### src/rtl/cap_learn_pkg.sv
// Shared types and helpers for the discharge capacity learning unit.
// Assumes all capacity quantities share one unsigned width.
package cap_learn_pkg;

    // Learning sequence: idle, armed and waiting for empty, qualified and waiting for charge
    typedef enum logic [1:0] {
        ST_IDLE  = 2'd0,
        ST_ARMED = 2'd1,
        ST_READY = 2'd2
    } learn_state_t;

    // Saturating add of a small increment to a 16-bit value
    function automatic logic [15:0] sat_add16(input logic [15:0] base, input logic [1:0] inc);
        logic [16:0] sum;
        sum = {1'b0, base} + {15'd0, inc};
        return sum[16] ? 16'hFFFF : sum[15:0];
    endfunction

endpackage

### src/rtl/cap_dcount.sv
// Discharge counter and self-discharge accumulator.
// Both saturate at the maximum value and are cleared by the arm request.
// Self-discharge is counted only while available capacity is nonzero.
module cap_dcount #(
    parameter int W = 16
) (
    input  logic         clk,
    input  logic         rst_n,
    input  logic         clr,
    input  logic         dsc_pulse,
    input  logic         selfdsc_pulse,
    input  logic         avail_zero,
    output logic [W-1:0] count,
    output logic [W-1:0] self_acc
);
    localparam logic [W-1:0] MAXV = {W{1'b1}};

    logic       sd_eff;
    logic [1:0] inc;
    logic [W:0] cnt_sum;

    // Work out this cycle's increment
    always_comb begin
        sd_eff  = selfdsc_pulse & ~avail_zero;
        inc     = {1'b0, dsc_pulse} + {1'b0, sd_eff};
        cnt_sum = {1'b0, count} + {{(W-1){1'b0}}, inc};
    end

    // Main discharge counter with saturation
    always_ff @(posedge clk) begin
        if (!rst_n || clr) begin
            count <= '0;
        end else if (cnt_sum[W]) begin
            count <= MAXV;
        end else begin
            count <= cnt_sum[W-1:0];
        end
    end

    // Self-discharge accumulator with saturation
    always_ff @(posedge clk) begin
        if (!rst_n || clr) begin
            self_acc <= '0;
        end else if (sd_eff && self_acc != MAXV) begin
            self_acc <= self_acc + 1'b1;
        end
    end
endmodule

### src/rtl/cap_qual_fsm.sv
// Qualification sequencer: arms on request, checks conditions at empty,
// and issues a one-cycle transfer on the first charge after a good empty.
// Arming wins over everything; a charge wins over empty in the same cycle.
module cap_qual_fsm
    import cap_learn_pkg::*;
#(
    parameter int W = 16
) (
    input  logic         clk,
    input  logic         rst_n,
    input  logic         qual_set,
    input  logic         chg_pulse,
    input  logic         empty_flag,
    input  logic         temp_ok,
    input  logic [W-1:0] self_acc,
    input  logic [W-1:0] prog_cap,
    output logic         qual_flag,
    output logic         xfer
);
    localparam logic [W-1:0] TEN = W'(10);

    learn_state_t state, state_nx;
    logic [W-1:0] sd_limit;
    logic         sd_ok;

    // Self-discharge limit of one tenth of programmed capacity
    always_comb begin
        sd_limit = prog_cap / TEN;
        sd_ok    = (self_acc <= sd_limit);
    end

    // Next-state and transfer decision
    always_comb begin
        state_nx = state;
        xfer     = 1'b0;
        if (qual_set) begin
            state_nx = ST_ARMED;
        end else begin
            unique case (state)
                ST_ARMED: begin
                    if (chg_pulse) begin
                        state_nx = ST_IDLE;
                    end else if (empty_flag) begin
                        state_nx = (temp_ok && sd_ok) ? ST_READY : ST_IDLE;
                    end
                end
                ST_READY: begin
                    if (chg_pulse) begin
                        state_nx = ST_IDLE;
                        xfer     = 1'b1;
                    end
                end
                default: state_nx = ST_IDLE;
            endcase
        end
    end

    // State register
    always_ff @(posedge clk) begin
        if (!rst_n) begin
            state <= ST_IDLE;
        end else begin
            state <= state_nx;
        end
    end

    // Qualification flag is high in any non-idle state
    assign qual_flag = (state != ST_IDLE);
endmodule

### src/rtl/cap_lmd_reg.sv
// Learned full-capacity register. Loads the programmed capacity at reset
// and, on transfer, takes the counter value clamped to 75% of its old value.
module cap_lmd_reg #(
    parameter int W = 16
) (
    input  logic         clk,
    input  logic         rst_n,
    input  logic         xfer,
    input  logic [W-1:0] count,
    input  logic [W-1:0] prog_cap,
    output logic [W-1:0] learned
);
    logic [W-1:0] floor_v;
    logic [W-1:0] next_v;

    // Lowest value one update may reach, then the clamped candidate
    always_comb begin
        floor_v = learned - (learned >> 2);
        next_v  = (count < floor_v) ? floor_v : count;
    end

    // Register update
    always_ff @(posedge clk) begin
        if (!rst_n) begin
            learned <= prog_cap;
        end else if (xfer) begin
            learned <= next_v;
        end
    end
endmodule

### src/rtl/cap_learn_top.sv
// Top of the discharge capacity learning unit: counter, sequencer and
// learned-capacity register. All outputs come straight from registers.
module cap_learn_top #(
    parameter int W = 16
) (
    input  logic         clk,
    input  logic         rst_n,
    input  logic         dsc_pulse,
    input  logic         selfdsc_pulse,
    input  logic         chg_pulse,
    input  logic         qual_set,
    input  logic         empty_flag,
    input  logic         temp_ok,
    input  logic         avail_zero,
    input  logic [W-1:0] prog_cap,
    output logic [W-1:0] dsc_count,
    output logic [W-1:0] learned_cap,
    output logic         qual_flag
);
    logic [W-1:0] self_acc;
    logic         xfer;

    cap_dcount #(.W(W)) u_dcount (
        .clk           (clk),
        .rst_n         (rst_n),
        .clr           (qual_set),
        .dsc_pulse     (dsc_pulse),
        .selfdsc_pulse (selfdsc_pulse),
        .avail_zero    (avail_zero),
        .count         (dsc_count),
        .self_acc      (self_acc)
    );

    cap_qual_fsm #(.W(W)) u_fsm (
        .clk        (clk),
        .rst_n      (rst_n),
        .qual_set   (qual_set),
        .chg_pulse  (chg_pulse),
        .empty_flag (empty_flag),
        .temp_ok    (temp_ok),
        .self_acc   (self_acc),
        .prog_cap   (prog_cap),
        .qual_flag  (qual_flag),
        .xfer       (xfer)
    );

    cap_lmd_reg #(.W(W)) u_lmd (
        .clk      (clk),
        .rst_n    (rst_n),
        .xfer     (xfer),
        .count    (dsc_count),
        .prog_cap (prog_cap),
        .learned  (learned_cap)
    );
endmodule

### config.mk
export PLATFORM = sky130hd
export DESIGN_NAME = cap_learn_top
export DESIGN_NICKNAME = d
export VERILOG_FILES = /design/src/rtl/cap_learn_pkg.sv /design/src/rtl/cap_dcount.sv /design/src/rtl/cap_qual_fsm.sv /design/src/rtl/cap_lmd_reg.sv /design/src/rtl/cap_learn_top.sv
export SDC_FILE = /design/constraint.sdc
export NUM_CORES = 1
export LEC_CHECK = 0
export ABC_AREA = 1
export BUFFER_PORTS_ARGS = -buffer_cell sky130_fd_sc_hd__buf_2
export CAP_MARGIN = 15
export CORE_MARGIN = 3
export CORE_UTILIZATION = 45
export CTS_CLUSTER_DIAMETER = 40
export DETAILED_ROUTE_END_ITERATION = 10
export GPL_ROUTABILITY_DRIVEN = 0
export PLACE_DENSITY = 0.67
export SLEW_MARGIN = 20
export SYNTH_ARGS = -nofsm -noshare
export SYNTH_HDL_FRONTEND = slang
export SYNTH_SLANG_ARGS = --single-unit
### constraint.sdc
create_clock -name clk -period 4.39 [get_ports clk]
set_input_delay 0 -clock clk [delete_from_list [all_inputs] [get_ports clk]]
set_output_delay 0 -clock clk [all_outputs]
set_load 0.02 [all_outputs]
==> Flow_metrics.wiki <==
{| class="wikitable"
! Metric !! Value
|-
| Outcome || finished with violations
|-
| Violations in the final reports || setup timing
|-
| Vias in the first global route || 4,542
|-
| I/O pin count || 58
|-
| Number of fill cells in the layout || 914
|-
| Worst-case vdd ir drop || 0.328 mV
|-
| Syn avg cell area || 6.81 µm²
|-
| Data arrival at the endpoint of the critical path || 5310 ps
|-
| R2r startpoint || u_lmd.learned[2]
|-
| Area of the core || 0.00995 mm²
|-
| Tightest Hold Check Type || in2reg
|-
| MaxCap Viol Count || 0
|-
| Height of the die || 108 µm
|-
| Sequential area share after synthesis || 24.8%
|-
| CTS Buf Count || 5
|-
| Global-route wire length before repair || 19,500 µm
|-
| R2r setup slk || 40 ps
|-
| Slew Viols, Final || 0
|-
| DR vias || 4,806
|-
| Summed negative setup slack over all endpoints || -746 ps
|-
| Met2 WL post-DR || 6280 µm
|-
| CP dominant cell by count || sky130_fd_sc_hd__nand2_2
|-
| Netlist area before placement || 0.00469 mm²
|-
| CTS clk-pin slew, worst paths || 100 ps
|-
| Die X-Extent || 108 µm
|-
| Number of warnings printed during yosys synthesis || 0
|-
| Async set-reset flop share out of synthesis || 0%
|-
| Power share of the clock group || 8.0%
|-
| Tmin final || 5140 ps
|-
| Post-synthesis cell count || 689
|-
| Initial antenna violation count || 0
|-
| Root Buffer Master || sky130_fd_sc_hd__clkbuf_8
|-
| Switching Fraction || 48.6%
|-
| Worst hold path depth || 3
|-
| Initial Util || 47.1%
|-
| Count of nets after finishing || 878
|-
| Wire per inst || 13.1 µm
|-
| Count of placed standard cells including taps || 916
|-
| DRC violation total after the first TritonRoute iteration || 216
|-
| Routed wire length on met3 || 375 µm
|-
| Number of buffers on the longest clock path || 2
|-
| Placed Instance Area || 0.00547 mm²
|-
| Total DRC errors in the routed layout || 0
|-
| Worst Hold End || u_lmd.learned[1]
|-
| Antenna cells || 0
|-
| Critical path data required time || 4560 ps
|-
| Slew margin rel. || 60.9%
|-
| Share of post-route cells with drive strength above 1 || 31.6%
|-
| Netlist cell types || 39
|-
| I/O Buffers || 57
|-
| Cell internal pwr || 1710 µW
|-
| Remaining antenna violation count after routing || 0
|-
| Library cell occupying the most area in the post-synthesis netlist || sky130_fd_sc_hd__dfxtp_1
|-
| Number of failing hold endpoints at the final stage || 0
|-
| Detailed-routing iteration count for the pre-antenna-repair pass || 4
|-
| Largest driver fanout on the critical path || 5
|-
| Row Count || 36
|-
| GRT Resource Usage Total || 20.1%
|-
| Post-synthesis to final-layout area growth || 29.6%
|-
| Final Worst Setup Slack || -746 ps
|-
| Final Cycle Share || 117%
|-
| Number of synthesized register bits || 50
|-
| TritonCTS clock tree || yes
|-
| Top-area cell type share of the netlist area || 14.5%
|-
| Setup crit end kind || flop
|-
| Post-Synthesis Net Count || 760
|-
| FF-to-FF End || u_lmd.learned[7]
|-
| Largest net degree at the start of global routing || 31
|-
| Top cells by area in the synthesized netlist || sky130_fd_sc_hd__dfxtp_1 (15%), sky130_fd_sc_hd__ha_1 (12%), sky130_fd_sc_hd__nand2_1 (11%)
|-
| Slowest cell on crit path || sky130_fd_sc_hd__a32o_1
|-
| Clock Skews || 16.1 ps
|-
| Worst Reg2Reg Path Length in Cells || 27
|-
| Setup CP Type || in2reg
|-
| Top routing layer in use || met4
|-
| Startpoint class of the critical path || primary input
|-
| Proportion of power drawn by combinational gates || 75.1%
|-
| Floorplan die area || 0.0117 mm²
|-
| DPL Wire Length || 9340 µm
|-
| Power density normalized to cell area || 547 mW/mm²
|-
| Utilization after layout || 61.0%
|-
| Post-route design area || 0.00608 mm²
|-
| Global route total overflow || 0
|-
| Setup Viol. Count Final || 1
|-
| Routed metal-1 wire length || 5540 µm
|-
| Non-Filler Instances || 941
|-
| H-tree level count || 2
|-
| Tot Pwr || 3320 µW
|-
| Count of flip-flops with a built-in enable after synthesis || 16
|-
| Part of the total power dissipated in sequential elements || 16.9%
|-
| DR vias/cell || 5.11
|-
| Longest individual stage delay on the worst path || 240 ps
|-
| Main flop type after synthesis || sky130_fd_sc_hd__dfxtp_1
|-
| Slew at the pin closest to its max-slew limit || 582 ps
|-
| Max Fclk || 195 MHz
|-
| Setup repair after global routing missed its margin || yes
|-
| Launch point of the worst hold path || prog_cap[1]
|-
| Switching power || 1610 µW
|-
| Skew-Pair Late Insertion Delay || 310 ps
|-
| Count of clock tree sinks || 50
|-
| Total leakage power || 0.00302 µW
|-
| Total Routed Length || 12,300 µm
|}
metal layers:
metal | vias to the layer above | GRT usage (%)
met1 | 2244 | 25.9
met5 | - | 0
met4 | 0 | 3.88
met2 | 66 | 36.3
li1 | 2488 | -
met3 | 8 | 2.33
Yosys cell counts (2+ instances only):
cell,n
sky130_fd_sc_hd__a21oi_1,44
sky130_fd_sc_hd__a31oi_1,3
sky130_fd_sc_hd__and2_1,2
sky130_fd_sc_hd__clkbuf_1,8
sky130_fd_sc_hd__dfxtp_1,34
sky130_fd_sc_hd__edfxtp_1,16
sky130_fd_sc_hd__fa_1,2
sky130_fd_sc_hd__ha_1,44
sky130_fd_sc_hd__inv_1,123
sky130_fd_sc_hd__inv_2,14
sky130_fd_sc_hd__nand2_1,140
sky130_fd_sc_hd__nand2_2,26
sky130_fd_sc_hd__nand2_4,8
sky130_fd_sc_hd__nand3_1,47
sky130_fd_sc_hd__nand3_2,8
sky130_fd_sc_hd__nand3_4,2
sky130_fd_sc_hd__nand4_1,6
sky130_fd_sc_hd__nor2_1,29
sky130_fd_sc_hd__nor3_1,18
sky130_fd_sc_hd__nor3b_1,4
sky130_fd_sc_hd__nor4_1,5
sky130_fd_sc_hd__o211ai_1,15
sky130_fd_sc_hd__o21a_1,3
sky130_fd_sc_hd__o21ai_0,45
sky130_fd_sc_hd__o21ai_1,4
sky130_fd_sc_hd__o21ai_2,2
sky130_fd_sc_hd__o21bai_1,6
sky130_fd_sc_hd__xnor2_1,6
sky130_fd_sc_hd__xor2_1,15
area by class of cell:
cell class	count	area, µm²	share of cell area [%]
well taps	133	166	2.74
clock buffers	6	72.6	1.19
flip-flops and latches	50	1160	19.1
multi-input cells	493	3330	54.7
repair buffers	119	821	13.5
inverters	138	520	8.56
clock inverters	2	8.76	0.144
logic make-up (layout without fill, tap and decap cells):
| group | count (synthesis) | in the layout | share of synthesized area [%] |
|---|---|---|---|
| and+or+nand+nor | 297 | 297 | 31.1 |
| xor gates and xnor gates | 21 | 21 | 3.92 |
| buffers and inverters | 146 | 265 | 11.7 |
| DFF | 50 | 50 | 24.8 |
| AOI/OAI and AO/OA | 129 | 129 | 16.0 |
| adders and majority gates | 46 | 46 | 12.6 |
flip-flops by register name (all words and copies together), names as in the netlist:
name,flops
u_lmd.learned,16
u_dcount.count,16
u_fsm.state,2
u_dcount.self_acc,16
critical path: cells and delay by family:
kind | cells | cell delay (ps)
AND/OR/NAND/NOR | 46 | 3690
adder cells (fa/ha/maj) | 1 | 170
buffers and inverters | 7 | 480
AO/OA/AOI/OAI | 6 | 940
worst max-delay path by stage:
stage / start / endpoint / slack (ps) / cells after the start
finish: prog_cap[13] / u_fsm.state[1] / -750 / 60
global route: prog_cap[13] / u_fsm.state[1] / -1220 / 53
CTS: prog_cap[13] / u_fsm.state[1] / -720 / 60
detailed placement: prog_cap[13] / u_fsm.state[1] / -1110 / 62
global placement: prog_cap[13] / u_fsm.state[1] / -730 / 62
floorplan: prog_cap[14] / u_fsm.state[1] / -210 / 61
per-stage QoR:
step,hold WS (ps),setup WS (ps)
5_1_grt,111,-1220
4_1_cts,100,-718
2_1_floorplan,78.5,-211
3_3_place_gp,196,-735
3_5_place_dp,204,-1110
6_report,95.3,-746
power groups by stage:
stage          clock, µW  combinational, µW  sequential (µW)
2_1_floorplan          0               1480              612
3_3_place_gp           0               2040              570
3_5_place_dp           0               2120              572
4_1_cts              270               2180              562
5_1_grt              285               2840              568
6_report             266               2500              561
cell usage in the layout, fill, tap and decap left out, types with 28 or more instances in the layout:
cell,n
sky130_fd_sc_hd__nand2_2,43
sky130_fd_sc_hd__a21oi_1,31
sky130_fd_sc_hd__buf_2,56
sky130_fd_sc_hd__inv_1,117
sky130_fd_sc_hd__buf_4,52
sky130_fd_sc_hd__nor2_1,28
sky130_fd_sc_hd__nand3_1,34
sky130_fd_sc_hd__nand2_1,113
sky130_fd_sc_hd__ha_1,42
sky130_fd_sc_hd__dfxtp_1,34
what timing repair did:
action	4_1_cts	5_1_grt
setup endpoints to repair	17	17
pin swaps	10	45
buffers inserted	1	9
hold buffers	5	0
gates resized for setup	13	96
cloned	0	3
endpoints found under the hold margin	3	0
Note: power is estimated with default switching activity, not from simulation.
